--- src/rtl/simd_alu_pkg.sv ---
package simd_alu_pkg;

   localparam int BYTE_W  = 8;
   localparam int WORD_W  = 16;
   localparam int DWORD_W = 32;

   typedef enum logic [3:0] {
      OP_ADD_WRAP  = 4'd0,
      OP_ADD_SSAT  = 4'd1,
      OP_ADD_USAT  = 4'd2,
      OP_SUB_WRAP  = 4'd3,
      OP_SUB_SSAT  = 4'd4,
      OP_SUB_USAT  = 4'd5,
      OP_CMP_EQ    = 4'd6,
      OP_CMP_GT    = 4'd7,
      OP_BIT_AND   = 4'd8,
      OP_BIT_ANDN  = 4'd9,
      OP_BIT_OR    = 4'd10,
      OP_BIT_XOR   = 4'd11
   } alu_op_e;

   typedef enum logic [1:0] {
      SAT_NONE     = 2'd0,
      SAT_SIGNED   = 2'd1,
      SAT_UNSIGNED = 2'd2
   } sat_e;

   typedef enum logic [1:0] {
      KIND_ARITH = 2'd0,
      KIND_CMP   = 2'd1,
      KIND_LOGIC = 2'd2,
      KIND_UNDEF = 2'd3
   } kind_e;

   typedef enum logic [1:0] {
      LOP_AND  = 2'd0,
      LOP_ANDN = 2'd1,
      LOP_OR   = 2'd2,
      LOP_XOR  = 2'd3
   } lop_e;

   typedef struct packed {
      kind_e kind;
      logic  sub;
      sat_e  sat;
      logic  cmp_gt;
      lop_e  lop;
   } alu_ctl_t;

   function automatic alu_ctl_t decode_op(input logic [3:0] code);
      alu_ctl_t c;
      c.kind   = KIND_UNDEF;
      c.sub    = 1'b0;
      c.sat    = SAT_NONE;
      c.cmp_gt = 1'b0;
      c.lop    = LOP_AND;
      case (code)
         OP_ADD_WRAP: c.kind = KIND_ARITH;
         OP_ADD_SSAT: begin c.kind = KIND_ARITH; c.sat = SAT_SIGNED; end
         OP_ADD_USAT: begin c.kind = KIND_ARITH; c.sat = SAT_UNSIGNED; end
         OP_SUB_WRAP: begin c.kind = KIND_ARITH; c.sub = 1'b1; end
         OP_SUB_SSAT: begin c.kind = KIND_ARITH; c.sub = 1'b1; c.sat = SAT_SIGNED; end
         OP_SUB_USAT: begin c.kind = KIND_ARITH; c.sub = 1'b1; c.sat = SAT_UNSIGNED; end
         OP_CMP_EQ:   c.kind = KIND_CMP;
         OP_CMP_GT:   begin c.kind = KIND_CMP; c.cmp_gt = 1'b1; end
         OP_BIT_AND:  begin c.kind = KIND_LOGIC; c.lop = LOP_AND; end
         OP_BIT_ANDN: begin c.kind = KIND_LOGIC; c.lop = LOP_ANDN; end
         OP_BIT_OR:   begin c.kind = KIND_LOGIC; c.lop = LOP_OR; end
         OP_BIT_XOR:  begin c.kind = KIND_LOGIC; c.lop = LOP_XOR; end
         default:     c.kind = KIND_UNDEF;
      endcase
      return c;
   endfunction

endpackage

--- src/rtl/simd_lane_unit.sv ---
module simd_lane_unit
   import simd_alu_pkg::*;
#(
   parameter int LANE_W = 8,
   parameter bit SAT_EN = 1'b1
) (
   input  logic [LANE_W-1:0] op_a,
   input  logic [LANE_W-1:0] op_b,
   input  logic              sub,
   input  sat_e              sat,
   output logic [LANE_W-1:0] arith,
   output logic              eq,
   output logic              gt
);

   localparam int MSB = LANE_W - 1;
   localparam logic [LANE_W-1:0] UMAX = {LANE_W{1'b1}};
   localparam logic [LANE_W-1:0] UMIN = '0;
   localparam logic [LANE_W-1:0] SMAX = {1'b0, {(LANE_W-1){1'b1}}};
   localparam logic [LANE_W-1:0] SMIN = {1'b1, {(LANE_W-1){1'b0}}};

   if (LANE_W < 2) begin : g_bad_width
      $error("simd_lane_unit: LANE_W must be at least 2");
   end

   logic [LANE_W:0]   ext;
   logic [LANE_W-1:0] wrap;
   logic              carry_out;
   logic              s_ovf;

   always_comb begin
      if (sub) ext = {1'b0, op_a} - {1'b0, op_b};
      else     ext = {1'b0, op_a} + {1'b0, op_b};
   end

   assign wrap      = ext[LANE_W-1:0];
   assign carry_out = ext[LANE_W];

   always_comb begin
      if (sub) s_ovf = (op_a[MSB] != op_b[MSB]) && (wrap[MSB] != op_a[MSB]);
      else     s_ovf = (op_a[MSB] == op_b[MSB]) && (wrap[MSB] != op_a[MSB]);
   end

   assign eq = (op_a == op_b);
   assign gt = ($signed(op_a) > $signed(op_b));

   if (SAT_EN) begin : g_sat
      always_comb begin
         arith = wrap;
         case (sat)
            SAT_UNSIGNED: if (carry_out) arith = sub ? UMIN : UMAX;
            SAT_SIGNED:   if (s_ovf)     arith = op_a[MSB] ? SMIN : SMAX;
            default:      arith = wrap;
         endcase
      end

      always_comb begin
         if (sat == SAT_UNSIGNED && !sub)
            AST_USAT_ADD_NOWRAP: assert (arith >= op_a);
         if (sat == SAT_UNSIGNED && sub)
            AST_USAT_SUB_NOWRAP: assert (arith <= op_a);
         if (sat == SAT_SIGNED && !sub && !op_a[MSB] && !op_b[MSB])
            AST_SSAT_POS_STAYS_POS: assert (!arith[MSB]);
         if (sat == SAT_SIGNED && !sub && op_a[MSB] && op_b[MSB])
            AST_SSAT_NEG_STAYS_NEG: assert (arith[MSB]);
      end
   end else begin : g_wrap_only
      logic [1:0] unused_sat;
      logic       unused_flags;
      assign unused_sat   = sat;
      assign unused_flags = carry_out ^ s_ovf;
      assign arith        = wrap;
   end

endmodule

--- src/rtl/simd_lane_array.sv ---
module simd_lane_array
   import simd_alu_pkg::*;
#(
   parameter int DATA_W = 64,
   parameter int LANE_W = 8,
   parameter bit SAT_EN = 1'b1
) (
   input  logic [DATA_W-1:0] op_a,
   input  logic [DATA_W-1:0] op_b,
   input  logic              sub,
   input  sat_e              sat,
   input  logic              cmp_gt,
   output logic [DATA_W-1:0] arith,
   output logic [DATA_W-1:0] mask
);

   localparam int LANES = DATA_W / LANE_W;

   if (DATA_W % LANE_W != 0) begin : g_bad_split
      $error("simd_lane_array: DATA_W must be a multiple of LANE_W");
   end

   for (genvar i = 0; i < LANES; i++) begin : g_lane
      logic eq_l;
      logic gt_l;

      simd_lane_unit #(
         .LANE_W (LANE_W),
         .SAT_EN (SAT_EN)
      ) u_lane (
         .op_a  (op_a[i*LANE_W +: LANE_W]),
         .op_b  (op_b[i*LANE_W +: LANE_W]),
         .sub   (sub),
         .sat   (sat),
         .arith (arith[i*LANE_W +: LANE_W]),
         .eq    (eq_l),
         .gt    (gt_l)
      );

      assign mask[i*LANE_W +: LANE_W] = {LANE_W{cmp_gt ? gt_l : eq_l}};
   end

endmodule

--- src/rtl/simd_logic_unit.sv ---
module simd_logic_unit
   import simd_alu_pkg::*;
#(
   parameter int DATA_W = 64
) (
   input  logic [DATA_W-1:0] op_a,
   input  logic [DATA_W-1:0] op_b,
   input  lop_e              lop,
   output logic [DATA_W-1:0] res
);

   always_comb begin
      case (lop)
         LOP_AND:  res = op_a & op_b;
         LOP_ANDN: res = ~op_a & op_b;
         LOP_OR:   res = op_a | op_b;
         default:  res = op_a ^ op_b;
      endcase
   end

endmodule

--- src/rtl/simd_int_alu.sv ---
module simd_int_alu
   import simd_alu_pkg::*;
#(
   parameter int DATA_W = 64
) (
   input  logic              clk,
   input  logic              rst,
   input  logic              in_valid,
   input  logic [3:0]        opcode,
   input  logic [1:0]        size,
   input  logic [DATA_W-1:0] a,
   input  logic [DATA_W-1:0] b,
   output logic              out_valid,
   output logic [DATA_W-1:0] result,
   output logic              illegal_op
);

   if (DATA_W % DWORD_W != 0 || DATA_W < DWORD_W) begin : g_bad_data_w
      $error("simd_int_alu: DATA_W must be a positive multiple of 32");
   end

   alu_ctl_t          ctl;
   logic [DATA_W-1:0] arith_b, arith_w, arith_d;
   logic [DATA_W-1:0] mask_b, mask_w, mask_d;
   logic [DATA_W-1:0] logic_res;
   logic [DATA_W-1:0] arith_sel, mask_sel;
   logic [DATA_W-1:0] next_res;
   logic              next_ill;
   logic              wide_lane;

   assign ctl       = decode_op(opcode);
   assign wide_lane = size[1];

   simd_lane_array #(.DATA_W(DATA_W), .LANE_W(BYTE_W), .SAT_EN(1'b1)) u_bytes (
      .op_a (a), .op_b (b), .sub (ctl.sub), .sat (ctl.sat),
      .cmp_gt (ctl.cmp_gt), .arith (arith_b), .mask (mask_b)
   );

   simd_lane_array #(.DATA_W(DATA_W), .LANE_W(WORD_W), .SAT_EN(1'b1)) u_words (
      .op_a (a), .op_b (b), .sub (ctl.sub), .sat (ctl.sat),
      .cmp_gt (ctl.cmp_gt), .arith (arith_w), .mask (mask_w)
   );

   simd_lane_array #(.DATA_W(DATA_W), .LANE_W(DWORD_W), .SAT_EN(1'b0)) u_dwords (
      .op_a (a), .op_b (b), .sub (ctl.sub), .sat (ctl.sat),
      .cmp_gt (ctl.cmp_gt), .arith (arith_d), .mask (mask_d)
   );

   simd_logic_unit #(.DATA_W(DATA_W)) u_logic (
      .op_a (a), .op_b (b), .lop (ctl.lop), .res (logic_res)
   );

   always_comb begin
      case (size)
         2'd0:    begin arith_sel = arith_b; mask_sel = mask_b; end
         2'd1:    begin arith_sel = arith_w; mask_sel = mask_w; end
         default: begin arith_sel = arith_d; mask_sel = mask_d; end
      endcase
   end

   always_comb begin
      next_ill = 1'b0;
      case (ctl.kind)
         KIND_ARITH: begin
            next_res = arith_sel;
            next_ill = (ctl.sat != SAT_NONE) && wide_lane;
         end
         KIND_CMP:   next_res = mask_sel;
         KIND_LOGIC: next_res = logic_res;
         default: begin
            next_res = '0;
            next_ill = 1'b1;
         end
      endcase
   end

   always_ff @(posedge clk) begin
      if (rst) begin
         out_valid  <= 1'b0;
         result     <= '0;
         illegal_op <= 1'b0;
      end else begin
         out_valid <= in_valid;
         if (in_valid) begin
            result     <= next_res;
            illegal_op <= next_ill;
         end
      end
   end

   AST_VALID_FOLLOWS: assert property (@(posedge clk) disable iff (rst)
      in_valid |=> out_valid);
   AST_IDLE_QUIET: assert property (@(posedge clk) disable iff (rst)
      !in_valid |=> !out_valid);
   AST_IDLE_HOLDS: assert property (@(posedge clk) disable iff (rst)
      !in_valid |=> ($stable(result) && $stable(illegal_op)));
   AST_WIDE_SAT_FLAG: assert property (@(posedge clk) disable iff (rst)
      (in_valid && size[1] && (opcode inside {4'd1, 4'd2, 4'd4, 4'd5})) |=> illegal_op);
   AST_UNDEF_ZERO: assert property (@(posedge clk) disable iff (rst)
      (in_valid && opcode >= 4'd12) |=> (illegal_op && result == '0));
   AST_LEGAL_CLEAN: assert property (@(posedge clk) disable iff (rst)
      (in_valid && opcode <= 4'd11 && !(size[1] && (opcode inside {4'd1, 4'd2, 4'd4, 4'd5})))
      |=> !illegal_op);

endmodule

--- config.mk ---
export PLATFORM = sky130hd
export DESIGN_NAME = simd_int_alu
export DESIGN_NICKNAME = d
export VERILOG_FILES = /design/src/rtl/simd_alu_pkg.sv /design/src/rtl/simd_lane_unit.sv /design/src/rtl/simd_lane_array.sv /design/src/rtl/simd_logic_unit.sv /design/src/rtl/simd_int_alu.sv
export SDC_FILE = /design/constraint.sdc
export NUM_CORES = 1
export LEC_CHECK = 0
export BUFFER_PORTS_ARGS = -buffer_cell sky130_fd_sc_hd__buf_2
export CAP_MARGIN = 5
export CORE_UTILIZATION = 35
export CTS_CLUSTER_SIZE = 28
export DETAILED_ROUTE_END_ITERATION = 16
export PLACE_DENSITY = 0.48
export SYNTH_ARGS = -nofsm -noshare
export SYNTH_HDL_FRONTEND = slang
export SYNTH_HIERARCHICAL = 1
export SYNTH_SLANG_ARGS = --single-unit
export TNS_END_PERCENT = 100
--- constraint.sdc ---
create_clock -name clk -period 8.2 [get_ports clk]
set_input_delay 0.41 -clock clk [delete_from_list [all_inputs] [get_ports clk]]
set_output_delay 0.41 -clock clk [all_outputs]
set_load 0.05 [all_outputs]
==> results.py, run 1 <==
metrics = {
    "sta": {
        "rsz0062_at_grt": "no",
        "hold_viol_final": 0,
        "finalMaxSlewViolations": 0,
        "worst_slew_pin_slew_ns": 1.19,
        "finalCritPeriodShare_pct": 54.7,
        "finalClockSkew_ns": 0,
        "setup_viol": 0,
        "timing.fmax_mhz": 223,
        "fin_crit_ns": 4.48,
        "max_slew_margin_pct": 20.8,
        "setup_tns_ns": 0,
    },
    "cts": {
        "cts_resized": 0,
        "cts_tree": "built",
        "clock_sinks": 66,
        "cts_made_buffers": 9,
        "cts_root_buf": "clkbuf_16",
        "hold_buffers": 0,
        "htree_levels": 3,
        "clkLatencyLatePin_ns": 0.39,
        "clockBufferDepth": 2,
        "clk_pin_slew_ns": 0.06,
        "post_cts.repair.setup_buffers": 0,
    },
    "worst_setup_path": {
        "worstPathCellList": "buf_2 -> buf_4 -> inv_1 -> nor2_1 -> a21oi_1 -> nor2_4 -> buf_12 -> inv_1 -> or3_1 -> a21oi_1 -> a31oi_1 -> a21oi_4 -> o21ai_0 -> mux2i_1 -> a211oi_1 -> o21bai_1 -> a221o_1",
        "required_ns": 8.48,
        "end_kind": "register",
        "critical-path-slowest-cell": "or3_1",
        "critPathLaunchType": "input port",
        "worstPathMaxFanout": 75,
        "slowest_delay_ns": 0.44,
        "critPathArrivalTime_ns": 4.77,
        "path_class": "input port to register",
    },
    "cells_and_area": {
        "ff_latch_area_um2": 1320,
        "nets": 5172,
        "area_delta_synth_final_pct": 1.03,
        "drive_gt1_share_pct": 11.5,
        "multiInputGateArea_um2": 29200,
        "fill_cells": 10900,
    },
    "synthesis": {
        "synth_common_cells": "inv_1, ha_1, a21oi_1, nor2b_1, nor2_1",
        "async_reset_ff_share_pct": 0,
        "synth_flop_cell": "dfxtp_1",
        "synth-seq-area-share_pct": 3.74,
        "syn_nets": 5375,
        "synthesis.area_um2": 35400,
        "ys_warn_count": 6,
        "yosysTopAreaCellShare_pct": 16.6,
        "yosysMostFrequentCell": "inv_1",
        "synth-seq-cells": 66,
        "yosysUniqueCellTypes": 101,
        "avgSynthCellArea_um2": 7.46,
        "synth_largest_area_cell": "ha_1",
        "synth.area.top_cells": "ha_1, inv_1, nor2b_1, xnor2_1, a21oi_1",
        "synth_cells": 4740,
        "synth_edf_count": 0,
    },
    "global_route": {
        "overflow": 0,
        "grt_use_total_pct": 24.3,
        "grt_pass1_wl_um": 198000,
        "grt_max_degree": 193,
        "grt_pass1_vias": 32800,
        "grt_antenna_before_repair": 2,
    },
    "power_and_ir_drop": {
        "finalPower_mw": 3.49,
        "leakagePower_nw": 15.8,
        "power_density_nw_per_um2": 97.6,
        "ir_worst_vdd_uv": 83.8,
    },
    "floorplanning": {
        "die_w_um": 320,
        "die_h_um": 320,
        "ioPinCount": 203,
        "die_area_um2": 102000,
        "core_area_um2": 100000,
        "start_util_pct": 35.3,
        "rows": 116,
    },
    "min_path": {
        "hp-class": "input port to register",
    },
    "route": {
        "via_per_inst": 5.88,
        "drc": 0,
        "drt-total-wl_um": 129000,
        "wire_per_inst_um": 22.1,
        "drt-initial-drc-count": 2784,
        "vias": 34300,
        "antenna_left": 0,
        "drt-pass1-iter-count": 8,
    },
    "status": {
        "status": "finished, final reports clean",
    },
    "placed_design": {
        "hpwl_um": 95900,
        "numPortBuffers": 202,
        "gp_congestion": 0.906,
    },
    "job": {
        "max_cap_violations": 0,
    },
}
[cell usage in the layout (no fill, tap or decap), types with 100 or more instances in the layout]
| master | count |
|---|---|
| nor2b_1 | 278 |
| o21ai_0 | 215 |
| nor2_1 | 218 |
| a21oi_1 | 318 |
| nand2_1 | 199 |
| o21bai_1 | 106 |
| mux2i_1 | 159 |
| xnor2_1 | 183 |
| a21o_1 | 100 |
| a211oi_1 | 119 |
| ha_1 | 470 |
| buf_2 | 200 |
| inv_1 | 515 |
[report_power, final]
part / leakage (nW) / total (mW) / internal, mW / switching (mW)
Clock: 0.152 / 0.459 / 0.259 / 0.200
Sequential: 0.540 / 0.389 / 0.351 / 0.0380
Combinational: 15.1 / 2.64 / 0.980 / 1.66
Total: 15.8 / 3.49 / 1.59 / 1.90
[path summary, 6_finish.rpt]
path	from	to	slack (ns)	cells after the start
worst max-delay path	opcode[1]	result[9]$_SDFFE_PP0P_	3.72	17
worst min-delay path	rst	illegal_op$_SDFFE_PP0P_	0.27	2
worst max register to register	result[33]$_SDFFE_PP0P_	result[33]$_SDFFE_PP0P_	7.32	1
worst min register to register	result[17]$_SDFFE_PP0P_	result[17]$_SDFFE_PP0P_	0.49	1
[per-stage QoR]
| step | worst slack [ns] | cells | area, um2 | hold slack (ns) | utilization (%) |
|---|---|---|---|---|---|
| 2_1_floorplan | 2.20 | 4740 | 35400 | 0.483 | - |
| 3_3_place_gp | 3.45 | 5824 | 35400 | 0.471 | 35.4 |
| 3_5_place_dp | 3.40 | 5824 | 35400 | 0.477 | 35.4 |
| 4_1_cts | 3.82 | 5839 | 35700 | 0.239 | 35.7 |
| 5_1_grt | 3.42 | 5839 | 35700 | 0.256 | 35.7 |
| 6_report | 3.72 | 5840 | 35700 | 0.265 | 35.7 |
[state kept, by name, summed over array words and instances (netlist names)]
name        count
illegal_op      1
out_valid       1
result         64
[critical path, delay by kind of cell]
family | cells | cell delay (ns)
AOI/OAI and AO/OA | 8 | 1.67
buffers and inverters | 5 | 1.33
muxes | 1 | 0.23
and+or+nand+nor | 3 | 0.98
[per-layer routing]
| layer | vias to the layer above | share of wire (%) | track usage [%] |
|---|---|---|---|
| li1 | 16600 | - | - |
| met1 | 16700 | 46 | 32.8 |
| met2 | 976 | 47 | 41.1 |
| met3 | 121 | 4.8 | 3.31 |
| met4 | 2 | 1.9 | 4.98 |
| met5 | - | 0.011 | 0 |
[kinds of logic after synthesis]
family	after synthesis	share of synthesized area, %
XOR/XNOR	221	5.48
AO/OA/AOI/OAI	1635	35.2
multiplexers	237	7.07
AND/OR/NAND/NOR	1107	16.5
flip-flops	66	3.74
buffers and inverters	976	13.8
adder cells (fa/ha/maj)	498	18.2
[area by class of cell]
type                            instances  area share, %
Antenna cell                            1        0.00701
Clock buffer                           13          0.757
Clock inverter                          2         0.0981
Inverter                              533           5.62
Multi-Input combinational cell       3698           81.8
Sequential cell                        66           3.70
Tap cell                             1298           4.55
Timing Repair Buffer                  229           3.49
Note: power is estimated with default switching activity, not from simulation.
==> inputs of run 2 (changes only) <==
Clock period 8.2 ns to 4.5 ns, I/O delays scaled along.
==> results.py, run 2 (synthesized netlist as in run 1, its figures left out) <==
metrics = {
    "route": {
        "highest-signal-layer": "met4",
        "via_per_inst": 5.85,
        "wl_met1_um": 61300,
        "drt-pass1-iter-count": 6,
        "vias": 34600,
        "antenna_left": 0,
        "drt-initial-drc-count": 2783,
        "drt-total-wl_um": 133000,
        "drc": 0,
        "wire_per_inst_um": 22.5,
        "route.met2.wl_um": 61200,
        "wl_met3_um": 6620,
    },
    "sta": {
        "rsz0062_at_grt": "no",
        "setup_tns_ns": 0,
        "whs_ns": 0.0742,
        "fin_crit_ns": 3.87,
        "hold_viol_final": 0,
        "max_slew_margin_pct": 19.5,
        "worst_slew_pin_slew_ns": 1.21,
        "finalMaxSlewViolations": 0,
        "setup_viol": 0,
        "fin_ws_ns": 0.633,
        "finalClockSkew_ns": 0,
        "finalCritPeriodShare_pct": 85.9,
        "timing.fmax_mhz": 259,
    },
    "cells_and_area": {
        "largest_register_ffs": 64,
        "drive_gt1_share_pct": 13.0,
        "fin_area_um2": 36400,
        "nets": 5250,
        "layout.cells.most_common": "inv_1",
        "reg_top3": "result (64), illegal_op (1), out_valid (1)",
        "area_delta_synth_final_pct": 3.06,
        "layout_common_cells": "inv_1, ha_1, a21oi_1",
        "finalNonFillerCells": 5921,
        "regMostFlops": "result",
    },
    "global_route": {
        "grt_max_degree": 106,
        "grt_antenna_before_repair": 1,
        "grt_use_total_pct": 25.0,
        "overflow": 0,
        "grt_pass1_vias": 33200,
        "grt_pass1_wl_um": 202000,
    },
    "cts": {
        "clkLatencyLatePin_ns": 0.40,
        "cts_tree": "built",
        "cts_root_buf": "clkbuf_16",
        "post_cts.repair.setup_buffers": 0,
        "hold_buffers": 0,
        "clock_sinks": 66,
        "cts_resized": 0,
        "clk_pin_slew_ns": 0.07,
        "clockBufferDepth": 2,
        "cts_made_buffers": 9,
        "htree_levels": 3,
    },
    "worst_setup_path": {
        "worstPathMaxFanout": 15,
        "end_kind": "register",
        "critPathLaunchType": "input port",
        "crit_start": "a[32]",
        "path_class": "input port to register",
        "rr_startpoint": "result[33]$_SDFFE_PP0P_",
        "critPathArrivalTime_ns": 4.15,
        "required_ns": 4.79,
    },
    "floorplanning": {
        "die_w_um": 320,
        "die_h_um": 320,
        "die_area_um2": 102000,
        "ioPinCount": 203,
        "start_util_pct": 35.3,
        "core_area_um2": 100000,
        "rows": 116,
    },
    "power_and_ir_drop": {
        "ir_worst_vdd_uv": 207,
        "power_density_nw_per_um2": 179,
        "leakagePower_nw": 16.2,
    },
    "placed_design": {
        "numPortBuffers": 202,
        "gp_congestion": 0.922,
        "place_inst": 5902,
        "place_ws_ns": 0.327,
        "hpwl_um": 101000,
        "placed_cell_area_um2": 36100,
    },
    "min_path": {
        "hp-class": "input port to register",
        "hold_start": "rst",
    },
    "status": {
        "status": "finished, final reports clean",
    },
    "job": {
        "max_cap_violations": 0,
    },
}
-- run 2: final timing paths --
| check | end | slack [ns] | cells after the start |
|---|---|---|---|
| max reg2reg | result[33]$_SDFFE_PP0P_ | 3.61 | 1 |
| min reg2reg | result[62]$_SDFFE_PP0P_ | 0.49 | 1 |
| min | illegal_op$_SDFFE_PP0P_ | 0.07 | 2 |
| max | result[39]$_SDFFE_PP0P_ | 0.63 | 17 |
-- run 2: critical path, cell delays in order --
cell and delay [ns]:
buf_2 0.16, inv_1 0.07, ha_1 0.16, inv_1 0.06
fa_1 0.38, nand3_1 0.09, nand2_1 0.10, a211oi_1 0.40
o21ai_1 0.21, a221oi_1 0.47, a31oi_1 0.24, a21oi_4 0.39
o21ai_0 0.19, mux2i_1 0.36, a211oi_1 0.13, o21bai_1 0.18
a221o_1 0.31
-- run 2: layer usage --
metal	vias to the layer above	GRT usage (%)
li1	16700	-
met1	16700	33.4
met2	1008	41.6
met3	162	3.15
met4	0	7.71
met5	-	0
-- run 2: layout make-up --
cell class	instances	area [um2]
repair buffers	307	1950
flip-flops and latches	66	1320
multi-input cells	3698	29200
clock inverters	5	77.6
inverters	533	2010
fillers	10800	63700
clock buffers	11	243
diodes	3	7.51
well taps	1298	1620
-- run 2: power breakdown --
| group | internal (mW) | total [mW] | switching [mW] |
|---|---|---|---|
| registers | 0.639 | 0.708 | 0.0690 |
| clock network | 0.500 | 0.891 | 0.391 |
| logic | 1.84 | 4.91 | 3.07 |
| total | 2.98 | 6.51 | 3.53 |
-- run 2: through the flow --
step | util, % | total power [mW]
2_1_floorplan | - | 4.26
6_report | 36.4 | 6.51
3_5_place_dp | 36.1 | 5.57
5_1_grt | 36.4 | 6.98
4_1_cts | 36.4 | 6.50
3_3_place_gp | 36.1 | 5.57
